[src/rtl/usb_devctl_pkg.sv]
package usb_devctl_pkg;
  localparam int DATA_W    = 8;
  localparam int ADDR_W    = 8;
  localparam int OFS_W     = 4;
  localparam int NUM_EP    = 4;
  localparam int SENSE_W   = 8;
  localparam int EVT_W     = 8;
  localparam int SYNC_STG  = 2;

  localparam logic [ADDR_W-1:0] CTRL_ADDR = 8'h10;
  localparam logic [ADDR_W-1:0] EVT_ADDR  = 8'h11;
  localparam logic [ADDR_W-OFS_W-1:0] WIN_PAGE = 4'h1;

  localparam int STALL_LSB = 4;
  localparam int WAKE_BIT  = 3;
  localparam int WKDIS_BIT = 2;
  localparam int PWRDN_BIT = 1;

  typedef struct packed {
    logic [NUM_EP-1:0] stall;
    logic              wake;
    logic              wkdis;
    logic              pwrdn;
  } ctrl_t;
endpackage

[src/rtl/devctl_sync.sv]
module devctl_sync #(
  parameter int W = 1,
  parameter int STAGES = 2,
  parameter logic [W-1:0] RST_VAL = '0
) (
  input  logic         clk_i,
  input  logic         rst_ni,
  input  logic [W-1:0] d_i,
  output logic [W-1:0] q_o
);
  logic [W-1:0] stg_q [STAGES];

  always_ff @(posedge clk_i or negedge rst_ni) begin
    if (!rst_ni) begin
      for (int i = 0; i < STAGES; i++) stg_q[i] <= RST_VAL;
    end else begin
      stg_q[0] <= d_i;
      for (int i = 1; i < STAGES; i++) stg_q[i] <= stg_q[i-1];
    end
  end

  assign q_o = stg_q[STAGES-1];
endmodule

[src/rtl/devctl_wake_det.sv]
module devctl_wake_det #(
  parameter int SENSE_W = 8
) (
  input  logic               clk_i,
  input  logic               rst_ni,
  input  logic               pwrdn_i,
  input  logic [1:0]         line_i,
  input  logic [SENSE_W-1:0] sense_i,
  input  logic               port_i,
  output logic               wake_o
);
  logic [1:0] ref_q;

  // track lines while awake; freeze on power-down entry
  always_ff @(posedge clk_i or negedge rst_ni) begin
    if (!rst_ni)       ref_q <= '0;
    else if (!pwrdn_i) ref_q <= line_i;
  end

  assign wake_o = pwrdn_i & ((line_i != ref_q) | ~(&sense_i) | ~port_i);

  assert_ref_frozen_R5: assert property (@(posedge clk_i) disable iff (!rst_ni)
    (pwrdn_i && $past(pwrdn_i)) |-> $stable(ref_q));
endmodule

[src/rtl/devctl_ctrl_reg.sv]
module devctl_ctrl_reg
  import usb_devctl_pkg::*;
(
  input  logic              clk_i,
  input  logic              rst_ni,
  input  logic              wr_i,
  input  logic [DATA_W-1:0] wdata_i,
  input  logic              hw_clr_i,
  output ctrl_t             ctrl_o
);
  ctrl_t ctrl_q;
  logic  unused_bit0;

  assign unused_bit0 = wdata_i[0];

  always_ff @(posedge clk_i or negedge rst_ni) begin
    if (!rst_ni) begin
      ctrl_q <= '0;
    end else if (wr_i) begin
      ctrl_q.stall <= wdata_i[STALL_LSB +: NUM_EP];
      ctrl_q.wake  <= wdata_i[WAKE_BIT];
      ctrl_q.wkdis <= wdata_i[WKDIS_BIT];
      ctrl_q.pwrdn <= wdata_i[PWRDN_BIT] & ~hw_clr_i;  // hardware clear wins
    end else if (hw_clr_i) begin
      ctrl_q.pwrdn <= 1'b0;
    end
  end

  assign ctrl_o = ctrl_q;

  assert_wake_clears_pwrdn_R5: assert property (@(posedge clk_i) disable iff (!rst_ni)
    hw_clr_i |=> !ctrl_q.pwrdn);
  assert_write_stall_R2: assert property (@(posedge clk_i) disable iff (!rst_ni)
    wr_i |=> ctrl_q.stall == $past(wdata_i[STALL_LSB +: NUM_EP]));
  assert_pwrdn_hold_R4: assert property (@(posedge clk_i) disable iff (!rst_ni)
    (!wr_i && !hw_clr_i) |=> $stable(ctrl_q.pwrdn));
endmodule

[src/rtl/devctl_event_reg.sv]
module devctl_event_reg #(
  parameter int N = 8
) (
  input  logic         clk_i,
  input  logic         rst_ni,
  input  logic [N-1:0] set_i,
  input  logic [N-1:0] clr_i,
  output logic [N-1:0] flags_o
);
  logic [N-1:0] flag_q;

  for (genvar g = 0; g < N; g++) begin : g_flag
    always_ff @(posedge clk_i or negedge rst_ni) begin
      if (!rst_ni)       flag_q[g] <= 1'b0;
      else if (set_i[g]) flag_q[g] <= 1'b1;  // set beats clear
      else if (clr_i[g]) flag_q[g] <= 1'b0;
    end

    assert_set_wins_R10: assert property (@(posedge clk_i) disable iff (!rst_ni)
      set_i[g] |=> flag_q[g]);
    assert_w1c_R9: assert property (@(posedge clk_i) disable iff (!rst_ni)
      (clr_i[g] && !set_i[g]) |=> !flag_q[g]);
  end

  assign flags_o = flag_q;
endmodule

[src/rtl/usb_devctl_regs.sv]
module usb_devctl_regs
  import usb_devctl_pkg::*;
(
  input  logic               clk_i,
  input  logic               rst_ni,
  input  logic               bus_wr_i,
  input  logic               bus_rd_i,
  input  logic [ADDR_W-1:0]  bus_addr_i,
  input  logic [DATA_W-1:0]  bus_wdata_i,
  output logic [DATA_W-1:0]  bus_rdata_o,
  output logic               down_wr_o,
  output logic               down_rd_o,
  output logic [OFS_W-1:0]   down_addr_o,
  output logic [DATA_W-1:0]  down_wdata_o,
  input  logic [DATA_W-1:0]  down_rdata_i,
  input  logic [EVT_W-1:0]   evt_set_i,
  input  logic               dp_i,
  input  logic               dm_i,
  input  logic [SENSE_W-1:0] sense_i,
  input  logic               port_pin_i,
  output logic [NUM_EP-1:0]  stall_o,
  output logic               k_drive_o,
  output logic               clk_stop_o
);
  localparam int SYNC_W = 2 + SENSE_W + 1;
  localparam logic [SYNC_W-1:0] SYNC_RST = {2'b00, {(SENSE_W+1){1'b1}}};

  logic in_win, sel_ctrl, sel_evt, sel_down;
  logic [SYNC_W-1:0] sync_d, sync_q;
  logic wake;
  ctrl_t ctrl;
  logic [EVT_W-1:0] evt_flags, evt_clr;
  logic [DATA_W-1:0] ctrl_rd;

  assign in_win   = bus_addr_i[ADDR_W-1:OFS_W] == WIN_PAGE;
  assign sel_ctrl = bus_addr_i == CTRL_ADDR;
  assign sel_evt  = bus_addr_i == EVT_ADDR;
  assign sel_down = in_win & ~sel_ctrl & ~sel_evt;

  assign down_wr_o    = bus_wr_i & sel_down;
  assign down_rd_o    = bus_rd_i & sel_down;
  assign down_addr_o  = bus_addr_i[OFS_W-1:0];
  assign down_wdata_o = bus_wdata_i;

  assign sync_d = {dp_i, dm_i, sense_i, port_pin_i};

  devctl_sync #(.W(SYNC_W), .STAGES(SYNC_STG), .RST_VAL(SYNC_RST)) u_sync (
    .clk_i, .rst_ni, .d_i(sync_d), .q_o(sync_q)
  );

  devctl_wake_det #(.SENSE_W(SENSE_W)) u_wake (
    .clk_i, .rst_ni,
    .pwrdn_i (ctrl.pwrdn),
    .line_i  (sync_q[SYNC_W-1 -: 2]),
    .sense_i (sync_q[SENSE_W:1]),
    .port_i  (sync_q[0]),
    .wake_o  (wake)
  );

  devctl_ctrl_reg u_ctrl (
    .clk_i, .rst_ni,
    .wr_i     (bus_wr_i & sel_ctrl),
    .wdata_i  (bus_wdata_i),
    .hw_clr_i (wake),
    .ctrl_o   (ctrl)
  );

  assign evt_clr = (bus_wr_i && sel_evt) ? bus_wdata_i : '0;

  devctl_event_reg #(.N(EVT_W)) u_evt (
    .clk_i, .rst_ni,
    .set_i   (evt_set_i),
    .clr_i   (evt_clr),
    .flags_o (evt_flags)
  );

  always_comb begin
    ctrl_rd = '0;
    ctrl_rd[STALL_LSB +: NUM_EP] = ctrl.stall;
    ctrl_rd[WAKE_BIT]  = ctrl.wake;
    ctrl_rd[WKDIS_BIT] = ctrl.wkdis;
    ctrl_rd[PWRDN_BIT] = ctrl.pwrdn;
  end

  always_comb begin
    bus_rdata_o = '0;
    if (bus_rd_i) begin
      if (sel_ctrl)      bus_rdata_o = ctrl_rd;
      else if (sel_evt)  bus_rdata_o = evt_flags;
      else if (sel_down) bus_rdata_o = down_rdata_i;
    end
  end

  assign stall_o    = ctrl.stall;
  assign k_drive_o  = ctrl.wake & ~ctrl.wkdis;
  assign clk_stop_o = ctrl.pwrdn;

  assert_no_fwd_local_R11: assert property (@(posedge clk_i) disable iff (!rst_ni)
    (bus_addr_i[ADDR_W-1:OFS_W] != WIN_PAGE || bus_addr_i[OFS_W-1:1] == '0)
      |-> !(down_wr_o || down_rd_o));
  assert_kdrive_blocked_R3: assert property (@(posedge clk_i) disable iff (!rst_ni)
    (bus_wr_i && sel_ctrl && bus_wdata_i[WKDIS_BIT]) |=> !k_drive_o);
endmodule

[config.mk]
export PLATFORM = sky130hd
export DESIGN_NAME = usb_devctl_regs
export DESIGN_NICKNAME = d
export VERILOG_FILES = /design/src/rtl/usb_devctl_pkg.sv /design/src/rtl/devctl_sync.sv /design/src/rtl/devctl_wake_det.sv /design/src/rtl/devctl_ctrl_reg.sv /design/src/rtl/devctl_event_reg.sv /design/src/rtl/usb_devctl_regs.sv
export SDC_FILE = /design/constraint.sdc
export NUM_CORES = 1
export LEC_CHECK = 0
export BUFFER_PORTS_ARGS = -buffer_cell sky130_fd_sc_hd__buf_2
export CORE_ASPECT_RATIO = 0.75
export CORE_MARGIN = 2
export CORE_UTILIZATION = 49
export DETAILED_ROUTE_END_ITERATION = 10
export PLACE_DENSITY = 0.83
export SYNTH_ARGS = -nofsm -noshare
export SYNTH_HDL_FRONTEND = slang
export SYNTH_SLANG_ARGS = --single-unit
[constraint.sdc]
create_clock -name clk_i -period 2.7 [get_ports clk_i]
set_clock_uncertainty 0.05 [all_clocks]
set_input_delay 0.405 -clock clk_i [delete_from_list [all_inputs] [get_ports clk_i]]
set_output_delay 0.405 -clock clk_i [all_outputs]
set_load 0.05 [all_outputs]
* Word-level counts from Yosys, hierarchy flattened
Index checks and enable logic that the tools add are counted.
** Storage, ports and cells
- Bits in registers :: 39
- Bits in latches :: 0
- RAM bits :: 0
- ROM bits :: 0
- Input port bits :: 47
- Output and inout bits :: 28
- Memories kept :: 0
** Operators by class
- $add $sub $neg :: 0
- Multiply operators :: 0
- Div/mod/pow operators :: 0
- $lt $le $gt $ge :: 0
- Equality and inequality tests :: 4
- Shifts and indexed selects :: 0
- Mux-type cells :: 23
- Bitwise logic cells :: 16
- Reductions and logical operators :: 11
** Operator list (count)
- $mux 8 :: 5
- $mux 1 :: 18
- $reduce_bool 2->1 :: 9
- $eq 8x5->1 const B :: 2
- $and 1x1->1 :: 8
- $reduce_and 8->1 :: 1
- $not 1->1 :: 6
- $eq 4x1->1 const B :: 1
- $ne 2x2->1 :: 1
- $or 1x1->1 :: 2
- $logic_and 1x1->1 :: 1

* Depth between registers and ports, before layout
- Depth in word-level cells :: 8
- Depth in mapped cells :: 5

* Cells and area by module
Synthesis repeated with hierarchy kept, for this count alone.
** Second synthesis, totals
- Cells, all modules :: 152
- Area, all modules :: 1761.7 um^2
** By module, submodules not included
- devctl_sync :: instances 1, cells each 33, area an instance 655.6 um^2, seq. area each 573.0 um^2
- usb_devctl_regs :: instances 1, cells each 68, area an instance 406.6 um^2, seq. area each 0.0 um^2
- devctl_ctrl_reg :: instances 1, cells each 16, area an instance 290.3 um^2, seq. area each 175.2 um^2
- devctl_event_reg :: instances 1, cells each 24, area an instance 290.3 um^2, seq. area each 200.2 um^2
- devctl_wake_det :: instances 1, cells each 11, area an instance 118.9 um^2, seq. area each 50.0 um^2

* Worst setup path before layout
OpenSTA, ideal clock, no wires.
- Path type :: input to output
- Start :: input bus_addr_i[7]
- End :: output bus_rdata_o[1]
- Data arrival time :: 2092 ps
- Required time :: 2245 ps
- Path slack :: 153 ps
- Cell stages on the path :: 3
- Path buffers :: 0
- Path through :: nor4b_4 nand2_1 nor3_1
** On the way
- Cells in the longest elaborated chain, start to end :: 8
** RTL lines
- start: declaration :: RTL line usb_devctl_regs.sv:8 : input logic [ADDR_W-1:0] bus_addr_i,
- $eq 8x5->1 :: RTL line usb_devctl_regs.sv:36 : assign sel_ctrl = bus_addr_i == CTRL_ADDR;
- $not 1->1 :: RTL line usb_devctl_regs.sv:38 : assign sel_down = in_win & ~sel_ctrl & ~sel_evt;
- $and 1x1->1 (2 in series) :: RTL line usb_devctl_regs.sv:38
- $mux 8 :: RTL line usb_devctl_regs.sv:90 : else if (sel_down) bus_rdata_o = down_rdata_i;
- $mux 8 :: RTL line usb_devctl_regs.sv:89 : else if (sel_evt) bus_rdata_o = evt_flags;
- $mux 8 * :: RTL line usb_devctl_regs.sv:88 : if (sel_ctrl) bus_rdata_o = ctrl_rd;
- $mux 8 * :: RTL line usb_devctl_regs.sv:87 : if (bus_rd_i) begin
- end: declaration :: RTL line usb_devctl_regs.sv:10 : output logic [DATA_W-1:0] bus_rdata_o,
Mark *: on every way between the ends. The rest lies on a longest branch, timed or not.

* Worst setup path after layout
- Start :: input bus_addr_i[7]
- End :: output bus_rdata_o[7]
The elaborated chain is that of the path after synthesis.

==> results.md <==
- Count leader, synth: dfrtp_1
- Netlist cell types: 25
- EDFF count, synth: 0
- Syn-to-layout area delta: 25.7%
- TritonCTS buffer count: 5
- Initial Utilization: 50.3%
- Post-CTS sizing: 0
- Sequential Area: between 900 and 1000 µm²
- Crit Path Max Fanout: 9
- Run status: finished, final reports clean
- Register bit total from synthesis: 39
- Routed wl met3: 178 µm
- Syn_nets: between 150 and 200
- Setup-failing EPs final: 0
- Final wirelength: 3.01 mm
- Nets: 241
- RSZ-0062 raised after global routing: false
- Setup TNS: 0 ps
- Post-synth top area share: between 30 and 40%
- Clk slew on worst S/H paths: ~70 ps
- Synth area leaders: dfrtp_1, dfstp_2, buf_4
- Diodes inserted: 0
- Commonest cells post-synth: dfrtp_1, dfstp_2, buf_4, nand2_1
- Vias in the first global route: about 1000
- Core region area: 3240 µm²
- Total of max-cap violations: 0
- IO Count: between 70 and 80
- Max rail drop VDD: ~0.37 mV
- Post-layout min period: 2230 ps
- Multi-input logic area: roughly 500 µm²
- DRC: 0
- Clock Path Buffers: 2
- Fillers: 271
- FMAX: 448 MHz
- Ys flop type: dfrtp_1
- Metal2 WL: about 1.5 mm
- Die W: a little over 70 µm
- Final hold violation count: 0
- Post-Synthesis Cells: between 100 and 150
- Drt wl/cell: 12.8 µm
- Fin cells: 235
- Vias per cell: 4.89
- Port Buffer Count: 74
- Final-report max-slew violation count: 0
- Area leader, netlist: dfrtp_1
- CTS tree: done
- Root Driver: clkbuf_8
- Fin util: a little over three fifths
- Met1 wire length: between 1 and 1.5 mm
- Highest layer used for signal routing: met4
- Min-Delay Path Class: input pin to async pin
- Critical path launch point type: input pin
- Routability cong.: roughly 0.73
- Die Y: roughly 54 µm
- CTS sink count: 39
- R2r setup slk: ~1300 ps
- Starting DRT DRC Count: 53
- Worst-margin pin slew: roughly 790 ps
- DIE AREA: 3810 µm²
- Tot GR Track Use: 16.9%
- Post-route fraction of the period consumed by the critical path: 82.7%
- Post-Syn Area: 1630 µm²
- CP startpoint: bus_addr_i[7]
- P_leak: between 0.9 and 1 nW
- Async S/R FF share, synth: 100%
- Post-route ant nets: 0
- Largest net degree at the start of global routing: 40
- Global-route wire length before repair: about 4.6 mm
- HPWL Detailed: around 2.3 mm
- Routed via count: between 1000 and 1500
- Gr ovfl total: 0
- Seq/Total Area, Yosys: ~61%
- Clk_lat worst skew: between 200 and 300 ps
- Yosys warns: 0
- P per Cell Area: around 650 nW/µm²
- Mapped Avg Cell Area: 12.4 µm²
- WS Path Type: input pin to output port
- Layout cell share with drive strength beyond 1: a little under three fifths
- Placed Cells: roughly 230
- Crit end category: output port
- Hold-fix buffers, CTS: 0
- Critical Path AT: around 1800 ps
- Rows: 18
- DR pass1 iterations: 4
- WP data required: about 2300 ps
- Worst flop-to-flop path startpoint: u_sync.q_o[1]
- Placement Setup Slack: between 500 and 600 ps
- Fin worst setup slack: ~470 ps
- # Post-CTS Setup Buffers: 0
- Slew headroom: between 40% and 50%
- Initial antenna violation count: 0
- H-tree depth: 2
==> kinds of logic (layout without fill, tap and decap cells) <==
kind of cell	after synthesis	in the layout	share of synthesized area, %
buffers and inverters	19	82	8.21
muxes	9	9	6.14
and+or+nand+nor	46	46	16.9
AOI/OAI and AO/OA	17	17	6.45
xor gates and xnor gates	2	2	1.07
DFF	39	39	61.2
==> worst paths after layout <==
path,endpoint,depth (start not counted)
hold / removal,u_evt.flags_o[1],1
max in group asynchronous,u_sync.stg_q[21],1
min in group clk_i,u_sync.stg_q[18],1
hold reg to reg,u_sync.q_o[10],0
setup / recovery,bus_rdata_o[7],5
setup reg to reg,u_ctrl.ctrl_o[0],4
==> report_power, final <==
group | internal (W) | leakage [nW] | switching, W | total [W]
Sequential | 0.000618 | 0.426 | 0.0000109 | 0.000629
Combinational | 0.0000470 | 0.507 | 0.0000986 | 0.000146
Clock | 0.000369 | 0.0654 | 0.000191 | 0.000560
==> stage by stage <==
stage / total power (W) / area (µm²) / hold slack, ps
after floorplan: 0.000734 / 1630 / 59.4
after global placement: 0.000784 / 1920 / 284
after detailed placement: 0.000787 / 1920 / 285
after CTS: 0.00135 / 2050 / 149
after global routing: 0.00139 / 2050 / 140
final: 0.00133 / 2050 / 149
==> layout by cell type, fill, tap and decap left out <==
cell type,count
buf_2,74
dfrtp_1,21
dfstp_2,18
nand2_1,12
nor2_1,8
mux2_2,8
a21o_1,8
nand3b_1,7
o21ai_0,7
nor3_1,7
clkbuf_8,5
nor4_1,2
a21oi_1,2
nand4_1,2
xor2_1,2
bufinv_16,2
nor4b_4,1
nor3_4,1
or3_1,1
nand3_1,1
and3_1,1
nor2b_1,1
nand4b_2,1
and4_1,1
mux2i_1,1
clkbuf_1,1
==> sequential cells by signal, indices dropped and copies added, names as in the netlist <==
signal	count
u_sync.q_o	11
u_sync.stg_q	11
u_evt.flags_o	8
u_ctrl.ctrl_o	7
u_wake.ref_q	2
==> metal layers <==
metal,vias up,track usage [%]
met4,0,7.23
met1,542,21.7
met5,-,0
met2,35,26.3
met3,3,6.37
li1,570,-
==> critical path: stages <==
cell and delay, ps:
buf_2 110, nor4b_4 380, nand2_1 280, nor3_1 290
buf_2 310
==> layout make-up <==
type | count | share of cell area [%]
Sequential cell | 39 | 48.7
Multi-Input combinational cell | 74 | 24.3
Timing Repair Buffer | 74 | 18.1
Clock buffer | 6 | 3.54
Clock inverter | 2 | 2.93
Tap cell | 40 | 2.44
Note: power is estimated with default switching activity, not from simulation.
